File: config.mk
export PLATFORM = sky130hd
export DESIGN_NAME = gather_decode
export DESIGN_NICKNAME = d
export VERILOG_FILES = /design/src/rtl/gather_pkg.sv /design/src/rtl/gather_field_decode.sv /design/src/rtl/gather_group_calc.sv /design/src/rtl/gather_legal_check.sv /design/src/rtl/gather_decode.sv
export SDC_FILE = /design/constraint.sdc
export NUM_CORES = 1
export LEC_CHECK = 0
export BUFFER_PORTS_ARGS = -buffer_cell sky130_fd_sc_hd__buf_2
export CORE_AREA = 4 4 96 98
export DETAILED_ROUTE_END_ITERATION = 16
export DIE_AREA = 0 0 100 102
export GPL_ROUTABILITY_DRIVEN = 0
export PLACE_DENSITY = 0.42
export SYNTH_ARGS = -nofsm -noshare
export SYNTH_HDL_FRONTEND = slang
export SYNTH_SLANG_ARGS = --single-unit
File: constraint.sdc
create_clock -name clk -period 5.9 [get_ports clk]
set_input_delay 0.59 -clock clk [delete_from_list [all_inputs] [get_ports clk]]
set_output_delay 0.59 -clock clk [all_outputs]
set_load 0.02 [all_outputs]
File: src/rtl/gather_pkg.sv
package gather_pkg;
  typedef enum logic [2:0] {
    FORM_NONE = 3'd0,
    FORM_VV   = 3'd1,
    FORM_VX   = 3'd2,
    FORM_VI   = 3'd3,
    FORM_VV16 = 3'd4
  } form_e;

  localparam logic [6:0] OPC_VECTOR  = 7'b1010111;
  localparam logic [5:0] F6_GATHER   = 6'b001100;
  localparam logic [5:0] F6_GATHER16 = 6'b001110;
  localparam logic [2:0] F3_VV       = 3'b000;
  localparam logic [2:0] F3_VX       = 3'b100;
  localparam logic [2:0] F3_VI       = 3'b011;

  // registers spanned by a group whose signed log2 multiplier is l
  function automatic logic [4:0] grp_size(input logic signed [4:0] l);
    if (l <= 0) grp_size = 5'd1;
    else        grp_size = 5'd1 << l;
  endfunction
endpackage

File: src/rtl/gather_field_decode.sv
module gather_field_decode
  import gather_pkg::*;
#(
  parameter int REG_W = 5
) (
  input  logic [31:0]      insn,
  output form_e            form,
  output logic [REG_W-1:0] rd,
  output logic [REG_W-1:0] rs1,
  output logic [REG_W-1:0] rs2,
  output logic             unmasked
);
  logic [5:0] f6;
  logic [2:0] f3;
  logic       opc_hit;

  always_comb begin
    f6       = insn[31:26];
    f3       = insn[14:12];
    unmasked = insn[25];
    rs2      = insn[20 +: REG_W];
    rs1      = insn[15 +: REG_W];
    rd       = insn[7 +: REG_W];
    opc_hit  = (insn[6:0] == OPC_VECTOR);
    form     = FORM_NONE;
    if (opc_hit && f6 == F6_GATHER) begin
      unique case (f3)
        F3_VV:   form = FORM_VV;
        F3_VX:   form = FORM_VX;
        F3_VI:   form = FORM_VI;
        default: form = FORM_NONE;
      endcase
    end else if (opc_hit && f6 == F6_GATHER16 && f3 == F3_VV) begin
      form = FORM_VV16;
    end
  end
endmodule

File: src/rtl/gather_group_calc.sv
module gather_group_calc
  import gather_pkg::*;
#(
  parameter int MAX_SEW_LOG2  = 3,
  parameter int MAX_LMUL_LOG2 = 3,
  parameter int IDX_SEW_LOG2  = 1,
  parameter int SZ_W          = 5
) (
  input  form_e            form,
  input  logic [2:0]       vsew,
  input  logic [2:0]       vlmul,
  output logic             cfg_ok,
  output logic             emul_ok,
  output logic [SZ_W-1:0]  dst_n,
  output logic [SZ_W-1:0]  idx_n
);
  localparam logic [2:0] LMUL_RSVD = 3'b100;
  localparam int         EMUL_MIN  = -MAX_LMUL_LOG2;
  localparam int         EMUL_MAX  = MAX_LMUL_LOG2;

  logic signed [4:0] lmul_x;
  logic signed [4:0] emul_x;
  logic [4:0]        dst_raw;
  logic [4:0]        idx_raw;

  always_comb begin
    lmul_x  = {{2{vlmul[2]}}, vlmul};
    emul_x  = 5'(IDX_SEW_LOG2) - $signed({2'b00, vsew}) + lmul_x;
    cfg_ok  = (int'(vsew) <= MAX_SEW_LOG2) && (vlmul != LMUL_RSVD);
    emul_ok = (int'(emul_x) >= EMUL_MIN) && (int'(emul_x) <= EMUL_MAX);
    dst_raw = grp_size(lmul_x);
    case (form)
      FORM_VV:   idx_raw = dst_raw;
      FORM_VV16: idx_raw = grp_size(emul_x);
      default:   idx_raw = 5'd0;
    endcase
    dst_n = SZ_W'(dst_raw);
    idx_n = SZ_W'(idx_raw);
  end
endmodule

File: src/rtl/gather_legal_check.sv
module gather_legal_check #(
  parameter int REG_W = 5,
  parameter int SZ_W  = 5
) (
  input  logic [REG_W-1:0] rd,
  input  logic [REG_W-1:0] rs1,
  input  logic [REG_W-1:0] rs2,
  input  logic             unmasked,
  input  logic [SZ_W-1:0]  dst_n,
  input  logic [SZ_W-1:0]  idx_n,
  output logic             align_bad,
  output logic             same_bad,
  output logic             ovl_bad,
  output logic             mask_bad
);
  localparam int SUM_W = ((REG_W > SZ_W) ? REG_W : SZ_W) + 1;

  function automatic logic ranges_meet(input logic [REG_W-1:0] a, input logic [SZ_W-1:0] na,
                                       input logic [REG_W-1:0] b, input logic [SZ_W-1:0] nb);
    logic [SUM_W-1:0] a_lo, b_lo, a_hi, b_hi;
    a_lo = SUM_W'(a);
    b_lo = SUM_W'(b);
    a_hi = a_lo + SUM_W'(na);
    b_hi = b_lo + SUM_W'(nb);
    ranges_meet = (na != '0) && (nb != '0) && (a_lo < b_hi) && (b_lo < a_hi);
  endfunction

  logic             idx_vec;
  logic [REG_W-1:0] dst_mask;
  logic [REG_W-1:0] idx_mask;

  always_comb begin
    idx_vec   = (idx_n != '0);
    dst_mask  = REG_W'(dst_n - SZ_W'(1));
    idx_mask  = idx_vec ? REG_W'(idx_n - SZ_W'(1)) : '0;
    align_bad = ((rd & dst_mask) != '0) || ((rs2 & dst_mask) != '0) ||
                ((rs1 & idx_mask) != '0);
    same_bad  = (rd == rs2) || (idx_vec && rd == rs1);
    ovl_bad   = ranges_meet(rd, dst_n, rs2, dst_n) || ranges_meet(rd, dst_n, rs1, idx_n);
    mask_bad  = !unmasked && (rd == '0);
  end
endmodule

File: src/rtl/gather_decode.sv
module gather_decode
  import gather_pkg::*;
#(
  parameter int MAX_SEW_LOG2  = 3,
  parameter int MAX_LMUL_LOG2 = 3,
  parameter int IDX_SEW_LOG2  = 1,
  parameter int NREG          = 32
) (
  input  logic                   clk,
  input  logic                   rst,
  input  logic [31:0]            insn_i,
  input  logic [2:0]             vsew_i,
  input  logic [2:0]             vlmul_i,
  input  logic                   vec_en_i,
  output logic [2:0]             form_o,
  output logic [MAX_LMUL_LOG2:0] rd_grp_o,
  output logic [MAX_LMUL_LOG2:0] rs1_grp_o,
  output logic [MAX_LMUL_LOG2:0] rs2_grp_o,
  output logic                   illegal_o
);
  localparam int REG_W = $clog2(NREG);
  localparam int GRP_W = MAX_LMUL_LOG2 + 1;
  localparam int SZ_W  = GRP_W + 1;

  form_e            form;
  logic [REG_W-1:0] rd, rs1, rs2;
  logic             unmasked;
  logic             cfg_ok, emul_ok;
  logic [SZ_W-1:0]  dst_n, idx_n;
  logic             align_bad, same_bad, ovl_bad, mask_bad;
  logic             bad;

  gather_field_decode #(.REG_W(REG_W)) u_fields (
    .insn(insn_i), .form(form), .rd(rd), .rs1(rs1), .rs2(rs2), .unmasked(unmasked)
  );

  gather_group_calc #(
    .MAX_SEW_LOG2(MAX_SEW_LOG2), .MAX_LMUL_LOG2(MAX_LMUL_LOG2),
    .IDX_SEW_LOG2(IDX_SEW_LOG2), .SZ_W(SZ_W)
  ) u_groups (
    .form(form), .vsew(vsew_i), .vlmul(vlmul_i),
    .cfg_ok(cfg_ok), .emul_ok(emul_ok), .dst_n(dst_n), .idx_n(idx_n)
  );

  gather_legal_check #(.REG_W(REG_W), .SZ_W(SZ_W)) u_rules (
    .rd(rd), .rs1(rs1), .rs2(rs2), .unmasked(unmasked),
    .dst_n(dst_n), .idx_n(idx_n),
    .align_bad(align_bad), .same_bad(same_bad), .ovl_bad(ovl_bad), .mask_bad(mask_bad)
  );

  always_comb begin
    bad = !vec_en_i || (form == FORM_NONE) || !cfg_ok ||
          ((form == FORM_VV16) && !emul_ok) ||
          align_bad || same_bad || ovl_bad || mask_bad;
  end

  always_ff @(posedge clk) begin
    if (rst) begin
      form_o    <= FORM_NONE;
      rd_grp_o  <= '0;
      rs1_grp_o <= '0;
      rs2_grp_o <= '0;
      illegal_o <= 1'b1;
    end else begin
      form_o    <= form;
      illegal_o <= bad;
      rd_grp_o  <= bad ? '0 : GRP_W'(dst_n);
      rs2_grp_o <= bad ? '0 : GRP_W'(dst_n);
      rs1_grp_o <= bad ? '0 : GRP_W'(idx_n);
    end
  end

  // no matching form never yields a legal result
  p_nomatch_illegal_r2: assert property (@(posedge clk) disable iff (rst)
    (form_o == FORM_NONE) |-> illegal_o);

  // disabled vector unit in the previous cycle forces illegal
  p_disabled_illegal_r2: assert property (@(posedge clk) disable iff (rst)
    !$past(vec_en_i) |-> illegal_o);

  // legal groups are powers of two, source equals destination
  p_grp_pow2_r5: assert property (@(posedge clk) disable iff (rst)
    !illegal_o |-> ($onehot(rd_grp_o) && rs2_grp_o == rd_grp_o));

  // a legal destination is aligned to its group
  p_rd_aligned_r6: assert property (@(posedge clk) disable iff (rst)
    !illegal_o |-> (($past(insn_i[11:7]) & 5'(rd_grp_o - 1'b1)) == 5'd0));

  // a legal destination differs from the source register
  p_rd_ne_rs2_r7: assert property (@(posedge clk) disable iff (rst)
    !illegal_o |-> ($past(insn_i[11:7]) != $past(insn_i[24:20])));

  // masked and legal never writes v0
  p_mask_v0_r9: assert property (@(posedge clk) disable iff (rst)
    (!illegal_o && !$past(insn_i[25])) |-> ($past(insn_i[11:7]) != 5'd0));
endmodule

==> results by group <==
Outcome
  • Status: complete, no violations

Route
  • Detailed Route WL: 5910 um
  • Final ANT Viol Nets: 0
  • DRC errors left: 0
  • DR vias/cell: 4.70
  • DR iter-0 viols: 58
  • DR WL/cell: 14.4 um
  • Routed via count: 1,921
  • Drt first pass iters: 4

STA
  • Hold Fails Final Rpt: 0
  • Fin crit share: 0.879
  • FMAX: 193 MHz
  • Tightest hold margin: 0.581 ns
  • Final slew viol count: 0
  • Worst slew pin tran: 0.521 ns
  • Setup violations, final: 0
  • Setup WS post-layout: 0.715 ns
  • RSZ-0062 raised after global routing: no
  • Slew headroom: 0.652
  • Period minus WS final: 5.19 ns
  • Final setup TNS: 0 ns

Logic synthesis
  • Post-synth top cells: ha_1, nor2_1, inv_1
  • Count leader, synth: ha_1
  • Register area share after synthesis: 0.117
  • Synth Area in Compound Gates: 0.238
  • XOR/XNOR share of the synthesized area: 0.0982
  • Synth Area in Adders: 0.299
  • Cell taking the most area after synthesis: ha_1
  • Ys flop type: dfxtp_1
  • #FFs+latches synth: 12
  • Main combinational cell family by area after synthesis: adder cells
  • Mean post-synth cell area: 8.40 um2
  • Cells after Synth: 244
  • Post-Synth Simple-Gate Area: 0.193
  • Ys async rst share: 0
  • Multiplexer share of the synthesized area: 0
  • Yosys warning total: 0
  • Synth cell types: 55
  • Synth top area cells: ha_1, dfxtp_1, nor2_1
  • Synth top area share: 0.250
  • Post-Syn Area: 2050 um2
  • EDFF count, synth: 0

Clocking
  • Clock Tree Buf Depth: 2
  • H-tree depth: 1
  • Clock edge transition at the registers on the reported setup and hold paths: 0.05 ns
  • Total CTS buffers: 3
  • Root Driver: clkbuf_8
  • Hold Buf Count CTS: 0
  • Clock sinks: 12
  • CTS resizes: 0
  • Post-CTS setup buffer count: 0
  • CTS tree: done

Final layout
  • Number of fill cells in the layout: 937
  • Finished Layout Cells: 409
  • Layout area overhead: 21.4%
  • Layout cells sized above 1: 0.239
  • Nets@finish: 389
  • Diode count: 0
  • Final Util: 0.294
  • Sequential standard cell area: 240 um2
  • Area occupied by multi-input gates: 1710 um2
  • Fin area: 2490 um2

Die
  • Die width: 100 um
  • IO Count: 57
  • Core Area: 8470 um2
  • Die Area: 10,200 um2
  • Die height: 102 um
  • Starting density of the core: 0.242
  • Placement Rows: 34

Worst setup path
  • Crit path kind: input pin to register
  • Worst Path Required: 6.00 ns
  • Worst Path Max Fanout: 9
  • Crit. End Element: register
  • Worst EP arrival: 5.29 ns
  • Nature of the critical path startpoint: input pin

Global routing
  • Global-route usage over all layers: 0.118
  • Vias in the first global route: 1,938
  • Gr ovfl total: 0
  • Antenna violations before repair: 0
  • First-pass GRT wire length: 9650 um
  • Largest net degree at the start of global routing: 10

Worst hold path
  • WHS Path Cells: 2
  • Worst hold path class: input pin to register

Placed design
  • Post-DP HPWL: 5120 um
  • Buffers on Ports: 56
  • Setup slack at placement: 0.460 ns
  • Dpl cell area: 2450 um2
  • # placed instances: 406

Power
  • PD cells: 122 nW/um2
  • Leakage dissipation: 1.25 nW
  • Tot Pwr: 305 uW
  • Max IR drop VDD: 0.0381 mV

Job
  • Max-cap viol count: 0
## cell usage in the layout (no fill, tap or decap), drive strengths merged, types with 6 or more instances in the layout
cell type,n
inv,19
xnor2,12
o21ai,7
nand3,6
nand2,12
dfxtp,12
a21oi,16
buf,58
o211ai,6
ha,41
xor2,11
nor2,29
## layer usage
metal  track usage  wire length, um  vias up
li1              -                -      999
met1         0.160             2860      871
met2         0.206             2680       49
met3        0.0143              360        2
met4        0.0187                7        0
met5             0                0        -
## final timing paths
path / start / endpoint / slack, ns
max: vsew_i[1] / rs2_grp_o[1] / 0.71
min: insn_i[14] / form_o[0] / 0.58
## area by class of cell
type,count,area share
Inverter,19,0.0287
Clock buffer,3,0.0166
Multi-Input combinational cell,209,0.685
Tap cell,108,0.0543
Sequential cell,12,0.0965
Timing Repair Buffer,58,0.119
## worst max-delay path, stage by stage
cell and delay [ns]:
buf_2 0.14, inv_1 0.07, ha_1 0.29, ha_1 0.24
a211oi_2 0.26, o22ai_1 0.11, a22o_1 0.30, and2_2 0.21
a32oi_1 0.42, inv_1 0.09, ha_1 0.28, a21o_1 0.19
maj3_1 0.38, xnor2_1 0.14, ha_1 0.27, o211ai_1 0.09
nor2_1 0.06, a21oi_1 0.18, a221o_1 0.14, nor2_1 0.04
o311a_1 0.35, a32oi_4 0.34, nor2_1 0.10
## flip-flops by register name, indices dropped and copies added, names as in the netlist
register / count
illegal_o: 1
form_o: 3
rs1_grp_o: 4
rs2_grp_o: 4
## power by group
group          total [mW]  leakage (nW)  internal (mW)  switching [mW]
clock              0.0689        0.0216         0.0445          0.0244
sequential         0.0813        0.0966         0.0813    0.0000000831
combinational       0.155          1.13         0.0669          0.0876
## kinds of logic (layout without fill, tap and decap cells)
| kind of cell | Yosys count | after routing |
|---|---|---|
| AOI/OAI and AO/OA | 62 | 62 |
| xor gates and xnor gates | 23 | 23 |
| adders and majority gates | 47 | 47 |
| buffers and inverters | 24 | 80 |
| DFF | 12 | 12 |
| other | 1 | 2 |
| and+or+nand+nor | 75 | 75 |
(Power assumes the default switching activity.)
